**config.mk**
```make
export PLATFORM = sky130hd
export DESIGN_NAME = pwr_seq_ctrl
export DESIGN_NICKNAME = d
export VERILOG_FILES = /design/src/rtl/pwr_seq_ctrl.sv
export SDC_FILE = /design/constraint.sdc
export NUM_CORES = 1
export LEC_CHECK = 0
export ABC_CLOCK_PERIOD_IN_PS = 3450
export BUFFER_PORTS_ARGS = -buffer_cell sky130_fd_sc_hd__buf_2
export CORE_MARGIN = 10
export CORE_UTILIZATION = 54
export DETAILED_ROUTE_END_ITERATION = 8
export PLACE_DENSITY = 0.88
export REMOVE_ABC_BUFFERS = 1
export SYNTH_ARGS = -nofsm -noshare
export SYNTH_HDL_FRONTEND = slang
export SYNTH_SLANG_ARGS = --single-unit
```
**constraint.sdc**
```tcl
create_clock -name clk -period 3.45 [get_ports clk]
set_input_delay 0.5175 -clock clk [delete_from_list [all_inputs] [get_ports clk]]
set_output_delay 0.5175 -clock clk [all_outputs]
set_load 0.01 [all_outputs]
```
**src/rtl/pwr_seq_ctrl.sv**
```systemverilog
module pwr_seq_ctrl #(
  parameter int NDOM       = 7,
  parameter int CYC_PER_US = 200,
  parameter int SETTLE_US  = 5,
  parameter int OFF_LIMIT  = 1000,
  parameter int ON_LIMIT   = 10000
) (
  input  logic            clk,
  input  logic            rst_n,
  input  logic            bus_wr,
  input  logic [4:0]      bus_addr,
  input  logic [31:0]     bus_wdata,
  output logic [31:0]     bus_rdata,
  output logic [NDOM-1:0] dom_clk_en,
  output logic [NDOM-1:0] dom_rst_n,
  output logic [NDOM-1:0] dom_iso,
  output logic [NDOM-1:0] dom_pwr_dn,
  input  logic [NDOM-1:0] dom_ack
);
  localparam int SETTLE = CYC_PER_US * SETTLE_US;
  localparam int IW     = (NDOM > 1) ? $clog2(NDOM) : 1;
  localparam int LIM    = (ON_LIMIT > OFF_LIMIT) ? ON_LIMIT : OFF_LIMIT;
  localparam int TOP    = (LIM > SETTLE) ? LIM : SETTLE;
  localparam int CW     = $clog2(TOP + 1);

  typedef enum logic [1:0] {S_IDLE, S_STEP, S_HOLD, S_ACK} st_t;

  st_t            st;
  logic [1:0]     step;
  logic           dir;
  logic [IW-1:0]  idx;
  logic [CW-1:0]  cnt;
  logic           done_q, err_q;
  logic [NDOM-1:0] clk_q, rel_q, iso_q, pdn_q, meta_q, sync_q;

  wire            busy    = (st != S_IDLE);
  wire [2:0]      sel     = bus_addr[4:2];
  wire [NDOM-1:0] wmask   = busy ? ~(NDOM'(1) << idx) : {NDOM{1'b1}};
  wire [NDOM-1:0] wd      = bus_wdata[NDOM-1:0];
  wire            start   = bus_wr && sel == 3'd5 && bus_wdata[31] && !busy &&
                            (int'(bus_wdata[7:0]) < NDOM);
  wire            ack_hit = (sync_q[idx] == !dir);
  wire [CW-1:0]   ack_lim = dir ? CW'(ON_LIMIT - 1) : CW'(OFF_LIMIT - 1);

  assign dom_clk_en = clk_q;
  assign dom_rst_n  = rel_q;
  assign dom_iso    = iso_q;
  assign dom_pwr_dn = pdn_q;

  always_ff @(posedge clk or negedge rst_n)
    if (!rst_n) begin
      meta_q <= '0;
      sync_q <= '0;
    end else begin
      meta_q <= dom_ack;
      sync_q <= meta_q;
    end

  always_ff @(posedge clk or negedge rst_n)
    if (!rst_n) begin
      clk_q <= '1;
      rel_q <= '1;
      iso_q <= '0;
      pdn_q <= '0;
    end else begin
      if (bus_wr)
        case (sel)
          3'd0: clk_q <= (clk_q & ~wmask) | (wd & wmask);
          3'd1: rel_q <= (rel_q & ~wmask) | (wd & wmask);
          3'd2: iso_q <= (iso_q & ~wmask) | (wd & wmask);
          3'd3: pdn_q <= (pdn_q & ~wmask) | (wd & wmask);
          default: ;
        endcase
      if (st == S_STEP)
        case ({dir, step})
          3'b000:  clk_q[idx] <= 1'b0;
          3'b001:  iso_q[idx] <= 1'b1;
          3'b010:  rel_q[idx] <= 1'b0;
          3'b011:  pdn_q[idx] <= 1'b1;
          3'b100:  pdn_q[idx] <= 1'b0;
          3'b101:  rel_q[idx] <= 1'b1;
          3'b110:  iso_q[idx] <= 1'b0;
          default: clk_q[idx] <= 1'b1;
        endcase
    end

  always_ff @(posedge clk or negedge rst_n)
    if (!rst_n) begin
      st     <= S_IDLE;
      step   <= 2'd0;
      dir    <= 1'b0;
      idx    <= '0;
      cnt    <= '0;
      done_q <= 1'b0;
      err_q  <= 1'b0;
    end else begin
      if (bus_wr && sel == 3'd6 && bus_wdata[2]) err_q <= 1'b0;
      case (st)
        S_IDLE:
          if (start) begin
            st     <= S_STEP;
            step   <= 2'd0;
            dir    <= bus_wdata[8];
            idx    <= bus_wdata[IW-1:0];
            done_q <= 1'b0;
          end
        S_STEP: begin
          cnt <= '0;
          st  <= ((!dir && step == 2'd3) || (dir && step == 2'd0)) ? S_ACK : S_HOLD;
        end
        S_HOLD:
          if (cnt == CW'(SETTLE - 1)) begin
            cnt <= '0;
            if (dir && step == 2'd3) begin
              st     <= S_IDLE;
              done_q <= 1'b1;
            end else begin
              step <= step + 2'd1;
              st   <= S_STEP;
            end
          end else cnt <= cnt + 1'b1;
        default:
          if (ack_hit) begin
            if (dir) begin
              step <= 2'd1;
              st   <= S_STEP;
            end else begin
              st     <= S_IDLE;
              done_q <= 1'b1;
            end
          end else if (cnt == ack_lim) begin
            err_q  <= 1'b1;
            done_q <= 1'b1;
            st     <= S_IDLE;
          end else cnt <= cnt + 1'b1;
      endcase
    end

  always_comb
    case (sel)
      3'd0:    bus_rdata = 32'(clk_q);
      3'd1:    bus_rdata = 32'(rel_q);
      3'd2:    bus_rdata = 32'(iso_q);
      3'd3:    bus_rdata = 32'(pdn_q);
      3'd4:    bus_rdata = 32'(sync_q);
      3'd5:    bus_rdata = 32'(idx) | (32'(dir) << 8);
      3'd6:    bus_rdata = {29'd0, err_q, done_q, busy};
      default: bus_rdata = 32'd0;
    endcase


  off_order_chk: assert property (@(posedge clk) disable iff (!rst_n)
    (st == S_ACK && !dir && $rose(pdn_q[idx])) |-> (iso_q[idx] && !clk_q[idx] && !rel_q[idx]));


  on_order_chk: assert property (@(posedge clk) disable iff (!rst_n)
    (st == S_HOLD && dir && $rose(clk_q[idx])) |-> (rel_q[idx] && !iso_q[idx] && !pdn_q[idx]));


  owned_bits_chk: assert property (@(posedge clk) disable iff (!rst_n)
    ($past(st) == S_HOLD || $past(st) == S_ACK) |->
      ($stable(clk_q[idx]) && $stable(rel_q[idx]) && $stable(iso_q[idx]) && $stable(pdn_q[idx])));


  err_source_chk: assert property (@(posedge clk) disable iff (!rst_n)
    $rose(err_q) |-> $past(st) == S_ACK);


  wait_bound_chk: assert property (@(posedge clk) disable iff (!rst_n)
    st == S_ACK |-> cnt <= ack_lim);


  cmd_hold_chk: assert property (@(posedge clk) disable iff (!rst_n)
    (busy && $past(busy)) |-> ($stable(idx) && $stable(dir)));


  busy_done_chk: assert property (@(posedge clk) disable iff (!rst_n)
    busy |-> !done_q);
endmodule

```
==> out/qor.csv <==
metric;value;unit
drt_first_pass_iters;5;
portBuffers;58;
power;2847;µW
max_freq;0.3625;GHz
critPathRequiredTime;3690;ps
die_area;12170;µm²
synth_area_per_cell;9.356;µm²
cap_viol_max_count;0;
final_cell_count_no_fill;625;
die_h;110.3;µm
io_pins;107;
grt_antenna_before_repair;0;
floorplan.initialDensity;56.15;%
rsz0062_at_grt;false;
final_cell_mix;buf_2 (58), nor2_1 (53), dfrtp_1 (52);
fin_crit_sh;79.96;%
peakVddDrop;0.0003304;V
crit_fanout;24;
placedCellCount;609;
postRouteAntennaNets;0;
netlist_instances;471;
synth-seq-area-share;37.88;%
core_area;7848;µm²
clock_skew;6.907;ps
nets;576;
first_global_vias;3781;
cts_inserted_buffers;9;
status;finished, final reports clean;
ys_ff_latch;66;
fp.dieW;110.3;µm
fin_crit;2759;ps
grt_pass1_wl;19030;µm
place_congestion;0.9480;
setup_violations;0;
detailed_place_hpwl;8795;µm
ys_warn_count;0;
drive_gt1_share;23.71;%
cts_tree;done;
setup_tns;0;ps
ctsResizeCount;0;
slew_viol_final;0;
cts-root-buf;clkbuf_8;
ys_types;65;
powerDensity;583.8;nW/µm²
critPathLaunchType;flip-flop;
path_class;reg -> reg;
worstSkewPairLatency;350;ps
synth_edf_count;0;
final_common_cell;buf_2;
grt_max_degree;36;
crit_path_end_kind;flip-flop;
grt_use_total;19.62;%
leakage;0.002108;µW
synthArstFlopShare;100.0;%
overflow;0;
hold_viol;0;
worstPathArrival;3000;ps
clock_sinks;66;
syn-cell-area;4407;µm²
vias;3868;
finalWirelength;12300;µm
post_cts_buffers;0;
diodes;0;
relSlewSlack;40.82;%
postCtsHoldBufs;0;
clk_pin_slew;70;ps
area_growth;10.65;%
wl_per_cell;19.67;µm
row_count;32;
vias_per_cell;6.189;
ctsHtreeMaxLevel;3;
synth_ff_type;dfrtp_1;
drc_errors;0;
hold_class;in -> async;
drt_iter0_markers;328;
clockBufferDepth;2;
worst-slew-pin-transition;887.7;ps
==> cells in the mapped netlist, types with 11 or more instances <==
cell / count / area (µm²)
nor2_1: 53 / 198.9
o31ai_1: 14 / 105.1
o21ai_0: 15 / 75.07
ha_1: 11 / 137.6
nand2_1: 36 / 135.1
dfrtp_1: 52 / 1301
clkbuf_1: 20 / 75.07
a21oi_1: 34 / 170.2
mux2i_1: 43 / 430.4
buf_4: 24 / 180.2
a21o_1: 13 / 97.59
dfstp_2: 14 / 367.9
nand3_1: 11 / 55.05
==> report_power, final <==
part           switching [µW]  internal, µW
registers                90.7           907
logic                     719           409
clock network             297           424
==> per-layer routing <==
metal  wire (µm)  GRT usage [%]  vias up
met3        1323          5.514       36
li1            -              -     1758
met5           0              0        -
met2        6137          33.84      220
met1        4512          22.76     1854
met4         322          7.064        0
==> critical path, stage by stage, from the launching register on <==
cell      delay, ps
dfrtp_1         820
nor2_1          110
a311oi_1        260
a31oi_1          70
nor2_1          180
ha_1            290
o32ai_1         380
inv_1           130
and3_4          190
a22o_2          210
==> per-stage QoR <==
stage | hold WS (ps) | utilization [%] | area, µm² | worst slack, ps
2_1_floorplan | 221.9 | - | 4209 | 285.6
3_3_place_gp | 333.4 | 59.34 | 4657 | 864.4
3_5_place_dp | 334.7 | 59.34 | 4657 | 767.0
4_1_cts | 251.1 | 62.13 | 4876 | 760.1
5_1_grt | 254.2 | 62.13 | 4876 | 475.0
6_report | 255.2 | 62.13 | 4876 | 691.4
==> sequential cells by signal (all words and copies together), names as in the netlist <==
name	count
cnt	14
dom_clk_en	7
dom_iso	7
dom_pwr_dn	7
dom_rst_n	7
meta_q	7
sync_q	7
idx	3
st	2
step	2
dir	1
done_q	1
err_q	1
==> cell families (layout without fill, tap and decap cells) <==
group                    after synthesis  count (layout)  share of synthesized area, %
buffers and inverters                 57              86                         7.126
AND/OR/NAND/NOR                      164             164                         19.62
other                                  1              24                       0.08510
multiplexers                          56              56                         13.86
flip-flops                            66              66                         37.88
AO/OA/AOI/OAI                        116             116                         18.31
adder cells (fa/ha/maj)               11              11                         3.123
==> worst paths after layout <==
path / from / end / slack [ps] / cells past startpoint
setup reg to reg: idx[1] / cnt[3] / 690 / 9
hold reg to reg: meta_q[2] / sync_q[2] / 340 / 0
hold / removal: rst_n / dom_iso[3] / 260 / 1
max in group asynchronous: rst_n / dom_clk_en[1] / 2230 / 2
min in group clk: dom_ack[3] / meta_q[3] / 270 / 1
setup / recovery: idx[1] / cnt[3] / 690 / 9
==> layout make-up <==
type / instances / area [µm²]
clock buffer: 11 / 141.4
clock inverter: 5 / 77.57
fill: 670 / 2972
inverter: 8 / 30.03
multi-input combinational: 371 / 2510
sequential: 66 / 1669
tap: 102 / 127.6
timing repair buffer: 62 / 320.3
Power figures use the tool's default switching activity.
